--- src/rtl/smb_pkg.sv ---
package smb_pkg;
   localparam int WORD_W   = 16;
   localparam int BYTE_W   = 8;
   localparam int NUM_CTRL = 5;
   localparam int NUM_STAT = 4;

   // write-only control codes, index 0 first
   localparam logic [NUM_CTRL-1:0][BYTE_W-1:0] CTRL_CODES =
      {8'h3F, 8'h16, 8'h15, 8'h14, 8'h12};
   // read-only status / identity codes, index 0 first
   localparam logic [NUM_STAT-1:0][BYTE_W-1:0] STAT_CODES =
      {8'hFF, 8'hFE, 8'h13, 8'h11};

   typedef enum logic [3:0] {
      ST_IDLE,
      ST_ADDR_W,
      ST_CMD,
      ST_WLO,
      ST_WHI,
      ST_ADDR_R,
      ST_TXLO,
      ST_TXHI,
      ST_SKIP
   } xfer_st_t;
endpackage

--- src/rtl/smb_sync_edge.sv ---
module smb_sync_edge #(
   parameter int STAGES = 2
) (
   input  logic clk,
   input  logic rst_n,
   input  logic pin_i,
   output logic lvl_o,
   output logic rise_o,
   output logic fall_o
);
   logic [STAGES-1:0] chain_q;
   logic              prev_q;

   always_ff @(posedge clk or negedge rst_n) begin
      if (!rst_n) chain_q[0] <= 1'b1;
      else        chain_q[0] <= pin_i;
   end

   genvar g;
   generate
      for (g = 1; g < STAGES; g++) begin : g_stage
         always_ff @(posedge clk or negedge rst_n) begin
            if (!rst_n) chain_q[g] <= 1'b1;
            else        chain_q[g] <= chain_q[g-1];
         end
      end
   endgenerate

   always_ff @(posedge clk or negedge rst_n) begin
      if (!rst_n) prev_q <= 1'b1;
      else        prev_q <= chain_q[STAGES-1];
   end

   assign lvl_o  = chain_q[STAGES-1];
   assign rise_o = chain_q[STAGES-1] & ~prev_q;
   assign fall_o = ~chain_q[STAGES-1] & prev_q;
endmodule

--- src/rtl/smb_bus_cond.sv ---
module smb_bus_cond #(
   parameter int SYNC_STAGES = 2
) (
   input  logic clk,
   input  logic rst_n,
   input  logic scl_i,
   input  logic sda_i,
   output logic scl_lvl,
   output logic scl_rise,
   output logic scl_fall,
   output logic sda_lvl,
   output logic start_det,
   output logic stop_det
);
   logic sda_rise, sda_fall;

   generate
      if (SYNC_STAGES < 2) begin : g_bad_stages
         $error("smb_bus_cond: SYNC_STAGES must be at least 2");
      end
   endgenerate

   smb_sync_edge #(.STAGES(SYNC_STAGES)) u_scl (
      .clk(clk), .rst_n(rst_n), .pin_i(scl_i),
      .lvl_o(scl_lvl), .rise_o(scl_rise), .fall_o(scl_fall)
   );

   smb_sync_edge #(.STAGES(SYNC_STAGES)) u_sda (
      .clk(clk), .rst_n(rst_n), .pin_i(sda_i),
      .lvl_o(sda_lvl), .rise_o(sda_rise), .fall_o(sda_fall)
   );

   // data edges while the clock is high are framing conditions
   assign start_det = sda_fall & scl_lvl;
   assign stop_det  = sda_rise & scl_lvl;
endmodule

--- src/rtl/smb_word_regs.sv ---
module smb_word_regs
   import smb_pkg::*;
#(
   parameter logic [NUM_CTRL*WORD_W-1:0] RESET_VAL = '0
) (
   input  logic                               clk,
   input  logic                               rst_n,
   input  logic                               wr_en,
   input  logic [WORD_W-1:0]                  wr_data,
   input  logic [BYTE_W-1:0]                  sel_code,
   output logic                               sel_writable,
   output logic [WORD_W-1:0]                  sel_word,
   input  logic [BYTE_W-1:0]                  probe_code,
   output logic                               probe_known,
   input  logic [NUM_STAT-1:0][WORD_W-1:0]    stat_words,
   output logic [NUM_CTRL-1:0][WORD_W-1:0]    ctrl_words
);
   logic [NUM_CTRL-1:0] wr_hit;
   logic [NUM_STAT-1:0] rd_hit;
   logic [NUM_CTRL-1:0] probe_ctrl;
   logic [NUM_STAT-1:0] probe_stat;

   always_comb begin
      for (int i = 0; i < NUM_CTRL; i++) begin
         wr_hit[i]     = (sel_code == CTRL_CODES[i]);
         probe_ctrl[i] = (probe_code == CTRL_CODES[i]);
      end
      for (int j = 0; j < NUM_STAT; j++) begin
         rd_hit[j]     = (sel_code == STAT_CODES[j]);
         probe_stat[j] = (probe_code == STAT_CODES[j]);
      end
   end

   assign sel_writable = |wr_hit;
   assign probe_known  = (|probe_ctrl) | (|probe_stat);

   // unreadable codes give all ones: the line simply stays released
   always_comb begin
      sel_word = '1;
      for (int j = 0; j < NUM_STAT; j++) begin
         if (rd_hit[j]) sel_word = stat_words[j];
      end
   end

   always_ff @(posedge clk or negedge rst_n) begin
      if (!rst_n) begin
         for (int i = 0; i < NUM_CTRL; i++)
            ctrl_words[i] <= RESET_VAL[i*WORD_W +: WORD_W];
      end else if (wr_en) begin
         for (int i = 0; i < NUM_CTRL; i++)
            if (wr_hit[i]) ctrl_words[i] <= wr_data;
      end
   end

   // commits only arrive for codes the bus may write
   assert_wr_target_R6: assert property (@(posedge clk) disable iff (!rst_n)
      wr_en |-> sel_writable);

   genvar g;
   generate
      for (g = 0; g < NUM_CTRL; g++) begin : g_hold_chk
         assert_ctrl_hold_R5: assert property (@(posedge clk) disable iff (!rst_n)
            !$stable(ctrl_words[g]) |-> $past(wr_en) && $past(wr_hit[g]));
      end
   endgenerate
endmodule

--- src/rtl/smb_word_slave.sv ---
module smb_word_slave
   import smb_pkg::*;
#(
   parameter logic [6:0]                 DEV_ADDR    = 7'h09,
   parameter int                         SYNC_STAGES = 2,
   parameter logic [NUM_CTRL*WORD_W-1:0] CTRL_RESET  = '0
) (
   input  logic                            clk,
   input  logic                            rst_n,
   input  logic                            scl_i,
   input  logic                            sda_i,
   output logic                            sda_oe,
   input  logic [NUM_STAT-1:0][WORD_W-1:0] stat_words,
   output logic [NUM_CTRL-1:0][WORD_W-1:0] ctrl_words
);
   localparam logic [BYTE_W-1:0] ADDR_WR = {DEV_ADDR, 1'b0};
   localparam logic [BYTE_W-1:0] ADDR_RD = {DEV_ADDR, 1'b1};
   localparam int                CNT_W   = 4;

   generate
      if (DEV_ADDR == 7'h00) begin : g_bad_addr
         $error("smb_word_slave: address 0 is the general call");
      end
   endgenerate

   logic scl_lvl, scl_rise, scl_fall, sda_lvl, start_det, stop_det;

   smb_bus_cond #(.SYNC_STAGES(SYNC_STAGES)) u_cond (
      .clk(clk), .rst_n(rst_n), .scl_i(scl_i), .sda_i(sda_i),
      .scl_lvl(scl_lvl), .scl_rise(scl_rise), .scl_fall(scl_fall),
      .sda_lvl(sda_lvl), .start_det(start_det), .stop_det(stop_det)
   );

   xfer_st_t          st_q;
   logic [CNT_W-1:0]  bcnt_q;
   logic [BYTE_W-1:0] rx_q;
   logic [BYTE_W-1:0] cmd_q;
   logic [BYTE_W-1:0] lo_q;
   logic [WORD_W-1:0] tx_q;
   logic [WORD_W-1:0] wdata_q;
   logic              oe_q;
   logic              mack_q;
   logic              wr_en_q;

   logic              sel_writable, probe_known;
   logic [WORD_W-1:0] sel_word;
   logic [2:0]        bit_idx;

   smb_word_regs #(.RESET_VAL(CTRL_RESET)) u_regs (
      .clk(clk), .rst_n(rst_n),
      .wr_en(wr_en_q), .wr_data(wdata_q),
      .sel_code(cmd_q), .sel_writable(sel_writable), .sel_word(sel_word),
      .probe_code(rx_q), .probe_known(probe_known),
      .stat_words(stat_words), .ctrl_words(ctrl_words)
   );

   assign bit_idx = 3'd7 - bcnt_q[2:0];
   assign sda_oe  = oe_q;

   always_ff @(posedge clk or negedge rst_n) begin
      if (!rst_n) begin
         st_q    <= ST_IDLE;
         bcnt_q  <= '0;
         rx_q    <= '0;
         cmd_q   <= '0;
         lo_q    <= '0;
         tx_q    <= '0;
         wdata_q <= '0;
         oe_q    <= 1'b0;
         mack_q  <= 1'b1;
         wr_en_q <= 1'b0;
      end else begin
         wr_en_q <= 1'b0;
         if (start_det) begin
            bcnt_q <= '0;
            // a restart right after the command byte opens the read phase
            if (st_q == ST_WLO && bcnt_q <= 4'd1) st_q <= ST_ADDR_R;
            else                                   st_q <= ST_ADDR_W;
         end else if (stop_det) begin
            bcnt_q <= '0;
            st_q   <= ST_IDLE;
         end else if (scl_rise) begin
            if (bcnt_q < 4'd8) rx_q <= {rx_q[BYTE_W-2:0], sda_lvl};
            if (bcnt_q == 4'd8) mack_q <= sda_lvl;
            if (bcnt_q < 4'd9) bcnt_q <= bcnt_q + 4'd1;
         end else if (scl_fall) begin
            if (bcnt_q == 4'd8) begin
               // byte complete: choose whether to acknowledge
               unique case (st_q)
                  ST_ADDR_W: begin
                     if (rx_q == ADDR_WR) oe_q <= 1'b1;
                     else begin oe_q <= 1'b0; st_q <= ST_SKIP; end
                  end
                  ST_CMD: begin
                     if (probe_known) begin oe_q <= 1'b1; cmd_q <= rx_q; end
                     else begin oe_q <= 1'b0; st_q <= ST_SKIP; end
                  end
                  ST_WLO: begin
                     if (sel_writable) begin oe_q <= 1'b1; lo_q <= rx_q; end
                     else begin oe_q <= 1'b0; st_q <= ST_SKIP; end
                  end
                  ST_WHI: begin
                     if (sel_writable) begin
                        oe_q    <= 1'b1;
                        wdata_q <= {rx_q, lo_q};
                     end else begin
                        oe_q <= 1'b0;
                        st_q <= ST_SKIP;
                     end
                  end
                  ST_ADDR_R: begin
                     if (rx_q == ADDR_RD) begin oe_q <= 1'b1; tx_q <= sel_word; end
                     else begin oe_q <= 1'b0; st_q <= ST_SKIP; end
                  end
                  default: oe_q <= 1'b0;
               endcase
            end else if (bcnt_q == 4'd9) begin
               // acknowledge slot over: move to the next byte
               bcnt_q <= '0;
               unique case (st_q)
                  ST_ADDR_W: begin oe_q <= 1'b0; st_q <= ST_CMD; end
                  ST_CMD:    begin oe_q <= 1'b0; st_q <= ST_WLO; end
                  ST_WLO:    begin oe_q <= 1'b0; st_q <= ST_WHI; end
                  ST_WHI: begin
                     oe_q    <= 1'b0;
                     wr_en_q <= 1'b1;
                     st_q    <= ST_SKIP;
                  end
                  ST_ADDR_R: begin
                     oe_q <= ~tx_q[7];
                     st_q <= ST_TXLO;
                  end
                  ST_TXLO: begin
                     if (!mack_q) begin
                        oe_q <= ~tx_q[15];
                        st_q <= ST_TXHI;
                     end else begin
                        oe_q <= 1'b0;
                        st_q <= ST_SKIP;
                     end
                  end
                  ST_TXHI: begin oe_q <= 1'b0; st_q <= ST_SKIP; end
                  default: oe_q <= 1'b0;
               endcase
            end else begin
               unique case (st_q)
                  ST_TXLO: oe_q <= ~tx_q[{1'b0, bit_idx}];
                  ST_TXHI: oe_q <= ~tx_q[{1'b1, bit_idx}];
                  default: oe_q <= 1'b0;
               endcase
            end
         end
      end
   end

   assert_addr_ack_R1: assert property (@(posedge clk) disable iff (!rst_n)
      $rose(oe_q) && st_q == ST_ADDR_W |-> rx_q == ADDR_WR);

   assert_cmd_ack_R4: assert property (@(posedge clk) disable iff (!rst_n)
      $rose(oe_q) && st_q == ST_CMD |-> probe_known);

   assert_drive_scl_low_R8: assert property (@(posedge clk) disable iff (!rst_n)
      !$stable(oe_q) |-> !scl_lvl);

   assert_skip_released_R7: assert property (@(posedge clk) disable iff (!rst_n)
      st_q == ST_SKIP |-> !oe_q);
endmodule

--- config.mk ---
export PLATFORM = sky130hd
export DESIGN_NAME = smb_word_slave
export DESIGN_NICKNAME = d
export VERILOG_FILES = /design/src/rtl/smb_pkg.sv /design/src/rtl/smb_sync_edge.sv /design/src/rtl/smb_bus_cond.sv /design/src/rtl/smb_word_regs.sv /design/src/rtl/smb_word_slave.sv
export SDC_FILE = /design/constraint.sdc
export NUM_CORES = 1
export LEC_CHECK = 0
export BUFFER_PORTS_ARGS = -buffer_cell sky130_fd_sc_hd__buf_4
export CAP_MARGIN = 20
export CORE_MARGIN = 8
export CORE_UTILIZATION = 50
export DETAILED_ROUTE_END_ITERATION = 8
export PLACE_DENSITY = 0.74
export REMOVE_ABC_BUFFERS = 1
export SLEW_MARGIN = 10
export SYNTH_ARGS = -nofsm -noshare
export SYNTH_HDL_FRONTEND = slang
export SYNTH_SLANG_ARGS = --single-unit
--- constraint.sdc ---
create_clock -name clk -period 4.1 [get_ports clk]
set_clock_uncertainty 0.1 [all_clocks]
set_input_delay 0.82 -clock clk [delete_from_list [all_inputs] [get_ports clk]]
set_output_delay 0.82 -clock clk [all_outputs]
set_load 0.05 [all_outputs]
**Word-level counts from Yosys, hierarchy flattened**

Cells that the tools add are included.

- Bits in registers: 153
- Input port bits: 68
- Output and inout port bits: 81
- Logic and storage cells: 152

- Add/sub/neg operators: 2
- Magnitude comparators: 5
- Equality and inequality tests: 35
- Multiplexer cells: 46
- Bitwise operators: 18
- Reductions and logical operators: 25

Operator list:

| cell | count |
|---|---|
| $eq A8 B5 Y1 const B | 12 |
| $mux W4 | 18 |
| $mux W16 | 4 |
| $eq A8 B8 Y1 const B | 4 |
| $reduce_and A7 Y1 | 4 |
| $pmux W4 S6 | 1 |
| $ne A5 B5 Y1 const B | 4 |
| $eq A4 B3 Y1 const B | 4 |
| $eq A8 B6 Y1 const B | 2 |
| $mux W1 | 16 |
| $pmux W4 S4 | 1 |
| $reduce_and A4 Y1 | 4 |
| $reduce_bool A4 Y1 | 3 |
| $not A1 Y1 | 11 |
| $reduce_and A2 Y1 | 5 |
| $reduce_or A5 Y1 | 2 |
| $reduce_and A9 Y1 | 1 |
| $reduce_bool A9 Y1 | 1 |
| $eq A4 B2 Y1 const B | 2 |
| $eq A4 B4 Y1 const B | 2 |
| $lt A4 B4 Y1 const B | 2 |
| $ne A7 B4 Y1 const B | 1 |
| $and A1 B1 Y1 | 6 |
| $bmux W1 S3 | 2 |
| other kinds (17) | 19 |

**Logic depth before layout (Yosys ltp)**

Gate-level depths: netlist of the first run.

- Depth in word-level cells: 10
- Gate-level depth with buffers: 9
- Mapped depth without buffers: 8

**By module**

Synthesis of the first run repeated with hierarchy kept, for this count alone.

- Cell total of the unflattened synthesis: 532
- Area total of the unflattened synthesis: 7284.5 µm²

By module, submodules not included:

| module | instances | cells an instance | area an instance (µm²) | seq. area each (µm²) |
|---|---|---|---|---|
| smb_word_regs | 1 | 277 | 3926.3 | 2001.9 |
| smb_word_slave | 1 | 243 | 3158.0 | 1677.9 |
| smb_sync_edge | 2 | 5 | 93.8 | 78.8 |
| smb_bus_cond | 1 | 2 | 12.5 | 0.0 |

**Worst setup path after synthesis of the first run**

No wires, ideal clock.

- Path type: register -> register
- From: register u_cond.u_scl.prev_q
- To: register wdata_q[14]
- Setup time: 0.127 ns
- Arrival: 2.058 ns
- Required time: 3.873 ns
- Setup slack: 1.815 ns
- Cell stages (with the launch flop): 8
- Path buffers: 1
- Period minus slack after synthesis: 2.285 ns
- Cell sequence: dfstp_2 -> inv_1 -> ha_1 -> nand3b_1 -> nor3_1 -> nand4_4 -> buf_6 -> mux2_1

- Word-level cells in the longest chain between the ends: 4
- Elaborated cells on any way between the ends: 5
- Classes of those cells: bitwise (4); reduce/logical (1)

Ends and longest elaborated chain:

| item | RTL line | source |
|---|---|---|
| start: declaration | smb_sync_edge.sv:12 | `logic prev_q;` |
| start signal: assignment | smb_sync_edge.sv:31 | `else prev_q <= chain_q[STAGES-1];` |
| $not A1 Y1 | smb_sync_edge.sv:35 | `assign rise_o = chain_q[STAGES-1] & ~prev_q;` |
| $and A1 B1 Y1 | smb_sync_edge.sv:35 |  |
| $not A1 Y1 (no line) | - |  |
| $reduce_and A7 Y1 (no line) * | - |  |
| end signal: assignment | smb_word_slave.sv:105 | `wdata_q <= {rx_q, lo_q};` |
| end: declaration | smb_word_slave.sv:40 | `logic [WORD_W-1:0] wdata_q;` |

Mark *: on every way between the ends. The rest lies on a longest branch, timed or not.
A chain may end at the register's enable or synchronous reset.

**Final worst setup path of the first run**

- From: register bcnt_q[2]
- To: register tx_q[5]

- Word-level cells in the longest chain between the ends: 2

Ends and longest elaborated chain:

| item | RTL line | source |
|---|---|---|
| start: declaration | smb_word_slave.sv:35 | `logic [CNT_W-1:0] bcnt_q;` |
| start signal: assignment | smb_word_slave.sv:85 | `if (bcnt_q < 4'd9) bcnt_q <= bcnt_q + 4'd1;` |
| $eq A4 B4 Y1 | smb_word_slave.sv:87 | `if (bcnt_q == 4'd8) begin` |
| $reduce_and A7 Y1 (no line) | - |  |
| end signal: assignment | smb_word_slave.sv:67 | `tx_q <= '0;` |
| end signal: assignment | smb_word_slave.sv:112 | `if (rx_q == ADDR_RD) begin oe_q <= 1'b1; tx_q <= sel_word; end` |
| end: declaration | smb_word_slave.sv:39 | `logic [WORD_W-1:0] tx_q;` |

Every way passes these cells.

==> results.sh, run 1 <==
export IMPL_critPathMaxStageDelay_ns=0.76
export IMPL_ys_warn_count=0
export IMPL_syn2layout_area_growth_pct=26.3
export IMPL_fin_setup_tns_ns=0
export IMPL_grt_remaining_overflow=0
export IMPL_fin_nets=743
export IMPL_ys_seq_area_frac=0.552
export IMPL_dp_hpwl_um=11300
export IMPL_die_h_um=134
export IMPL_drive_gt1_frac=0.496
export IMPL_drtIter0Drc=258
export IMPL_fmax_mhz=362
export IMPL_track_usage=0.183
export IMPL_wire_per_inst_um=18.5
export IMPL_setup_violations_final=0
export IMPL_tightest_slew_ns=0.975
export IMPL_grt_pass1_wl_um=26400
export IMPL_async_flop_share=1.00
export IMPL_drt_total_wl_um=15900
export IMPL_irDropWorstVdd_mv=0.268
export IMPL_initial_utilization=0.507
export IMPL_finalCritPeriodShare=0.674
export IMPL_power_density_mw_per_mm2=387
export IMPL_p_leak_nw=4.35
export IMPL_end_kind="flop"
export IMPL_syn_inst=529
export IMPL_hp_class="reg2reg"
export IMPL_ys_flop_type="dfrtp_1"
export IMPL_hp_start="u_cond.u_sda.chain_q[0]"
export IMPL_tritoncts="yes"
export IMPL_clock_latency_ns=0.42
export IMPL_grt_max_degree=85
export IMPL_post_route_drc_count=0
export IMPL_finalCriticalPeriod_ns=2.76
export IMPL_numCtsBuffers=17
export IMPL_path_clk_slew_ns=0.06
export IMPL_ant_nets=0
export IMPL_synth_distinct_cells=64
export IMPL_num_rows=43
export IMPL_drv_cap=0
export IMPL_outcome="completed"
export IMPL_crit_type="reg2reg"
export IMPL_path_max_fanout=16
export IMPL_grt_pass1_vias=5106
export IMPL_htree_num_levels=4
export IMPL_synth_area_mm2=0.00695
export IMPL_fillers=1053
export IMPL_diodes=0
export IMPL_ctsRootBufferMaster="clkbuf_16"
export IMPL_report_final_hold_viol_count=0
export IMPL_io_buffers=148
export IMPL_worst_setup_path_start_kind="flop"
export IMPL_fp_dieW_um=134
export IMPL_final_common_cell="buf_4"
export IMPL_num_vias=4780
export IMPL_clk_path_buf_depth=2
export IMPL_critPathArrivalTime_ns=2.97
export IMPL_ctsHoldBuffers=0
export IMPL_slew_violations=0
export IMPL_dieArea_mm2=0.0179
export IMPL_finalPower_mw=3.39
export IMPL_mostFrequentLayoutCells="buf_4, dfrtp_1, mux2_2"
export IMPL_io_pins=149
export IMPL_avgSynthCellArea_um2=13.1
export IMPL_cts_sinks=153
export IMPL_slowest_stage="nor3_4"
export IMPL_slew_headroom=0.348
export IMPL_dr_pass1_iters=4
export IMPL_crit_chain="nor2b_1 > and2_1 > nand4_1 > nor3_4 > mux2_2"
export IMPL_gp_congestion=0.911
export IMPL_synth_edf_count=0
export IMPL_vias_per_cell=5.56
export IMPL_required_ns=4.30
export IMPL_postCtsSetupRepairBufs=0
export IMPL_antenna_found_initial=0
export IMPL_rsz0062_at_grt="false"
export IMPL_synth_seq_cells=153
export IMPL_core_mm2=0.0137
export IMPL_worst_slack_ns=1.34
export IMPL_regToRegStartpoint="bcnt_q[2]"
export IMPL_cts_resized=0
export IMPL_dp_slack_ns=1.33
export IMPL_critPathLaunch="bcnt_q[2]"
-- sequential cells by signal, summed over array words and instances, names as in the netlist, 4 cells and up --
name and count:
bcnt_q 4, cmd_q 8, tx_q 16, rx_q 8, lo_q 8, wdata_q 16
st_q 4, u_regs.ctrl_words 80
-- layout make-up --
class                           instances  area (um2)  area share
Multi-Input combinational cell        334        2930       0.334
Inverter                               12        45.0     0.00513
Tap cell                              180         225      0.0257
Clock buffer                           24         492      0.0560
Clock inverter                          6        88.8      0.0101
Timing Repair Buffer                  151        1160       0.132
Sequential cell                       153        3840       0.437
-- report_power, final --
| group | switching [mW] | internal (mW) |
|---|---|---|
| sequential | 0.0983 | 1.55 |
| clock | 0.564 | 0.954 |
| combinational | 0.106 | 0.119 |
| total | 0.768 | 2.63 |
-- per-layer routing --
layer	track usage	vias up	share of wire
met1	0.228	2386	0.43
met2	0.293	158	0.49
met3	0.0512	18	0.058
li1	-	2218	-
met5	0	-	0
met4	0.0823	0	0.019
-- per-stage QoR --
stage / hold slack, ns / instance area (um2) / util / instances
after CTS: 0.256 / 8760 / 0.639 / 859
after floorplan: 0.245 / 6800 / - / 499
after global placement: 0.246 / 8180 / 0.596 / 829
final: 0.256 / 8780 / 0.640 / 860
after global routing: 0.258 / 8780 / 0.640 / 860
after detailed placement: 0.247 / 8180 / 0.596 / 829
-- Yosys cell counts, types with 3 or more instances --
cell / number / area [um2]
o22ai_2: 8 / 100
nor2_1: 29 / 109
o31ai_1: 17 / 128
buf_2: 9 / 45.0
mux2i_1: 3 / 30.0
nand4_1: 4 / 25.0
nand2_1: 36 / 135
dfstp_2: 7 / 184
inv_1: 12 / 45.0
mux4_2: 4 / 90.1
mux2_4: 8 / 120
nor3_1: 4 / 20.0
buf_6: 4 / 45.0
nand3_1: 4 / 20.0
mux2_1: 7 / 78.8
o22ai_1: 10 / 62.6
mux2_2: 118 / 1330
a21oi_1: 7 / 35.0
nor2b_1: 6 / 37.5
dfrtp_1: 146 / 3650
clkbuf_1: 16 / 60.1
o21ai_0: 10 / 50.1
ha_1: 6 / 75.1
-- final timing paths --
kind                                    endpoint  slack, ns  depth (start not counted)
max in group asynchronous    u_cond.u_sda.prev_q       2.66                          2
min reg2reg                   u_cond.u_sda.lvl_o       0.26                          0
min in group asynchronous  u_regs.ctrl_words[31]       0.37                          1
max reg2reg                              tx_q[5]       1.34                          5
min                           u_cond.u_sda.lvl_o       0.26                          0
max                                      tx_q[5]       1.34                          5
-- cell families (layout without fill, tap and decap cells) --
family,Yosys count,in the layout,synth area share
mux,140,140,0.237
xor+xnor,3,3,0.00378
buf+inv,42,193,0.0286
simple gates,110,110,0.0846
compound gates,75,75,0.0830
flops,153,153,0.552
fa+ha+maj,6,6,0.0108
-- worst max-delay path: cells and delay by family, from the launching register on --
family	cells	cell delay (ns)
DFF	1	0.47
muxes	1	0.42
and+or+nand+nor	4	1.66
Note: power is estimated with default switching activity, not from simulation.
==> inputs of run 2 (changes only) <==
ABC_AREA = 1   (was default)
CORE_UTILIZATION = 49   (was 50)
PLACE_DENSITY = 0.76   (was 0.74)
clock period = 2.41 ns   (was 4.1 ns; I/O delays follow)
==> run 2 against run 1 <==
Against the previous run: sequential power grew 65%; combinational power rose to 3.1 times the previous value; core utilization grew 0.65 points; hold slack worse by 0.20 ns; flip-flop and latch count did not move; wire length up 9.2%; critical path depth is 4 higher; synthesized area about the same; design area rose by 2.2%; largest power group unchanged.
==> results.sh, run 2 <==
export IMPL_outcome="completed"
export IMPL_largest_reg_flops=80
export IMPL_fin_nets=932
export IMPL_tightest_slew_ns=0.704
export IMPL_track_usage=0.198
export IMPL_yosysMostFrequentCell="nand2_1"
export IMPL_ys_warn_count=0
export IMPL_synth_distinct_cells=37
export IMPL_grt_remaining_overflow=0
export IMPL_tritoncts="yes"
export IMPL_synth_top_cell_area_share=0.526
export IMPL_irDropWorstVdd_mv=0.453
export IMPL_ant_nets=0
export IMPL_power_density_mw_per_mm2=678
export IMPL_slew_headroom=0.531
export IMPL_finalCritPeriodShare=0.918
export IMPL_worst_slack_ns=0.197
export IMPL_syn2layout_area_growth_pct=29.2
export IMPL_synth_top_cell_by_area="dfrtp_1"
export IMPL_wl_met1_um=7340
export IMPL_fmax_mhz=452
export IMPL_synth_commonest_cells="nand2_1, dfrtp_1, mux2_2, inv_1"
export IMPL_worst_setup_path_start_kind="flop"
export IMPL_hp_class="in2reg"
export IMPL_async_flop_share=1.00
export IMPL_postCtsSetupRepairBufs=0
export IMPL_crit_type="reg2reg"
export IMPL_finalCriticalPeriod_ns=2.21
export IMPL_placed_area_mm2=0.00834
export IMPL_gp_congestion=0.893
export IMPL_combinationalPowerShare=0.114
export IMPL_clk_path_buf_depth=2
export IMPL_dr_pass1_iters=5
export IMPL_drt_total_wl_um=17300
export IMPL_path_max_fanout=15
export IMPL_dp_slack_ns=0.111
export IMPL_synth_area_mm2=0.00694
export IMPL_post_route_drc_count=0
export IMPL_largest_register="u_regs.ctrl_words"
export IMPL_fp_dieW_um=135
export IMPL_avgSynthCellArea_um2=10.0
export IMPL_grt_pass1_vias=5745
export IMPL_slowest_stage="dfstp_2"
export IMPL_diodes=0
export IMPL_met2_length_um=8530
export IMPL_dp_hpwl_um=12100
export IMPL_path_common_cell="nand2_1"
export IMPL_path_clk_slew_ns=0.06
export IMPL_num_rows=43
export IMPL_p_switching_mw=1.60
export IMPL_mostFrequentLayoutCells="nand2_1, buf_4, dfrtp_1"
export IMPL_core_mm2=0.0139
export IMPL_hp_start="sda_i"
export IMPL_grt_pass1_wl_um=28600
export IMPL_syn_inst=692
export IMPL_numCtsBuffers=17
export IMPL_vias_per_cell=5.28
export IMPL_power_share_clock=0.436
export IMPL_drive_gt1_frac=0.364
export IMPL_drv_cap=0
export IMPL_top_layer_used="met4"
export IMPL_crit_chain="inv_1 > ha_1 > nor3_2 > inv_2 > nor2_2 > nand2_1 > or2_2 > nand2_1 > o21ai_2"
export IMPL_wire_per_inst_um=16.5
export IMPL_drtIter0Drc=287
export IMPL_clock_latency_ns=0.43
export IMPL_synth_area_top_cells="dfrtp_1, mux2_2, nand2_1"
export IMPL_end_kind="flop"
export IMPL_synth_seq_cells=153
export IMPL_io_pins=149
export IMPL_ys_seq_area_frac=0.553
export IMPL_crit_family="simple AND/OR/NAND/NOR gates"
export IMPL_final_area_mm2=0.00897
export IMPL_grt_max_degree=59
export IMPL_synth_edf_count=0
export IMPL_rsz0062_at_grt="true"
export IMPL_required_ns=2.61
export IMPL_seq_power_share=0.449
export IMPL_initial_utilization=0.500
export IMPL_final_common_cell="nand2_1"
export IMPL_ctsRootBufferMaster="clkbuf_16"
export IMPL_report_final_hold_viol_count=0
export IMPL_critPathLaunch="u_cond.u_scl.prev_q"
export IMPL_num_vias=5547
export IMPL_ys_flop_type="dfrtp_1"
export IMPL_dieArea_mm2=0.0182
export IMPL_fin_setup_tns_ns=0
export IMPL_die_h_um=135
export IMPL_cts_sinks=153
export IMPL_io_buffers=148
export IMPL_critPathArrivalTime_ns=2.42
export IMPL_switching_share=0.262
export IMPL_setup_violations_final=0
export IMPL_crit_buf_inv=2
export IMPL_wl_met3_um=1160
export IMPL_htree_num_levels=4
export IMPL_slew_violations=0
export IMPL_p_leak_nw=4.54
export IMPL_critPathMaxStageDelay_ns=0.53
export IMPL_internal_power_mw=4.49
export IMPL_largestRegisters="u_regs.ctrl_words (80), tx_q (16), wdata_q (16)"
export IMPL_antenna_found_initial=0
export IMPL_regToRegStartpoint="u_cond.u_scl.prev_q"
-- run 2: cell count changes in the layout (fill, tap and decap cells not counted), sizes merged, moves of 6 or more --
cell and change:
o221ai +16, o21ai +43, mux2 -53, inv +46
o22ai -17, nand3 +33, nor2 +6, o211ai +13
nor2b -6, buf +17, nand2 +151, o31ai -14
-- run 2: cells by family after synthesis --
| kind of cell | Yosys count | synth area share |
|---|---|---|
| AND/OR/NAND/NOR | 276 | 0.167 |
| flip-flops | 153 | 0.553 |
| AO/OA/AOI/OAI | 97 | 0.0917 |
| buffers and inverters | 80 | 0.0483 |
| multiplexers | 80 | 0.130 |
| adder cells (fa/ha/maj) | 6 | 0.0108 |
-- run 2: cell type report --
type	count	area, um2
fill	1107	4910
sequential	153	3840
multi-input combinational	460	2800
timing repair buffer	169	1300
clock buffer	19	453
tap	180	225
inverter	57	214
clock inverter	12	140
-- run 2: repair_timing --
action | in CTS | in global routing
setup endpoints to repair | 0 | 25
gates resized for setup | 0 | 4
hold buffers | 1 | 0
hold endpoints to repair | 47 | 0
-- run 2: worst paths after layout --
path                                            to  slack [ns]  depth (start not counted)
setup reg to reg                          cmd_q[0]        0.20                          9
max in group asynchronous     u_regs.ctrl_words[5]        1.07                          3
hold reg to reg                 u_cond.u_scl.lvl_o        0.25                          0
setup / recovery                          cmd_q[0]        0.20                          9
hold / removal             u_cond.u_sda.chain_q[0]        0.06                          1
min in group asynchronous    u_regs.ctrl_words[48]        0.48                          2
-- run 2: power groups by stage --
stage	sequential (mW)	combinational [mW]	clock (mW)
after CTS	2.73	0.697	2.68
after global placement	2.77	0.678	0
after global routing	2.74	0.797	2.79
after detailed placement	2.77	0.688	0
final	2.73	0.695	2.65
after floorplan	2.76	0.413	0
-- run 2: layer usage --
layer | global-route usage | vias up
li1 | - | 2663
met2 | 0.330 | 165
met1 | 0.237 | 2698
met4 | 0.0709 | 0
met3 | 0.0602 | 21
met5 | 0 | -
-- run 2: metrics by stage --
step | std cells | util | hold slack, ns | power, mW
2_1_floorplan | 669 | - | 0.0864 | 3.18
3_3_place_gp | 1017 | 0.601 | 0.247 | 3.45
3_5_place_dp | 1017 | 0.601 | 0.248 | 3.46
4_1_cts | 1049 | 0.644 | 0.0472 | 6.11
5_1_grt | 1050 | 0.646 | 0.0436 | 6.33
6_report | 1050 | 0.646 | 0.0592 | 6.08
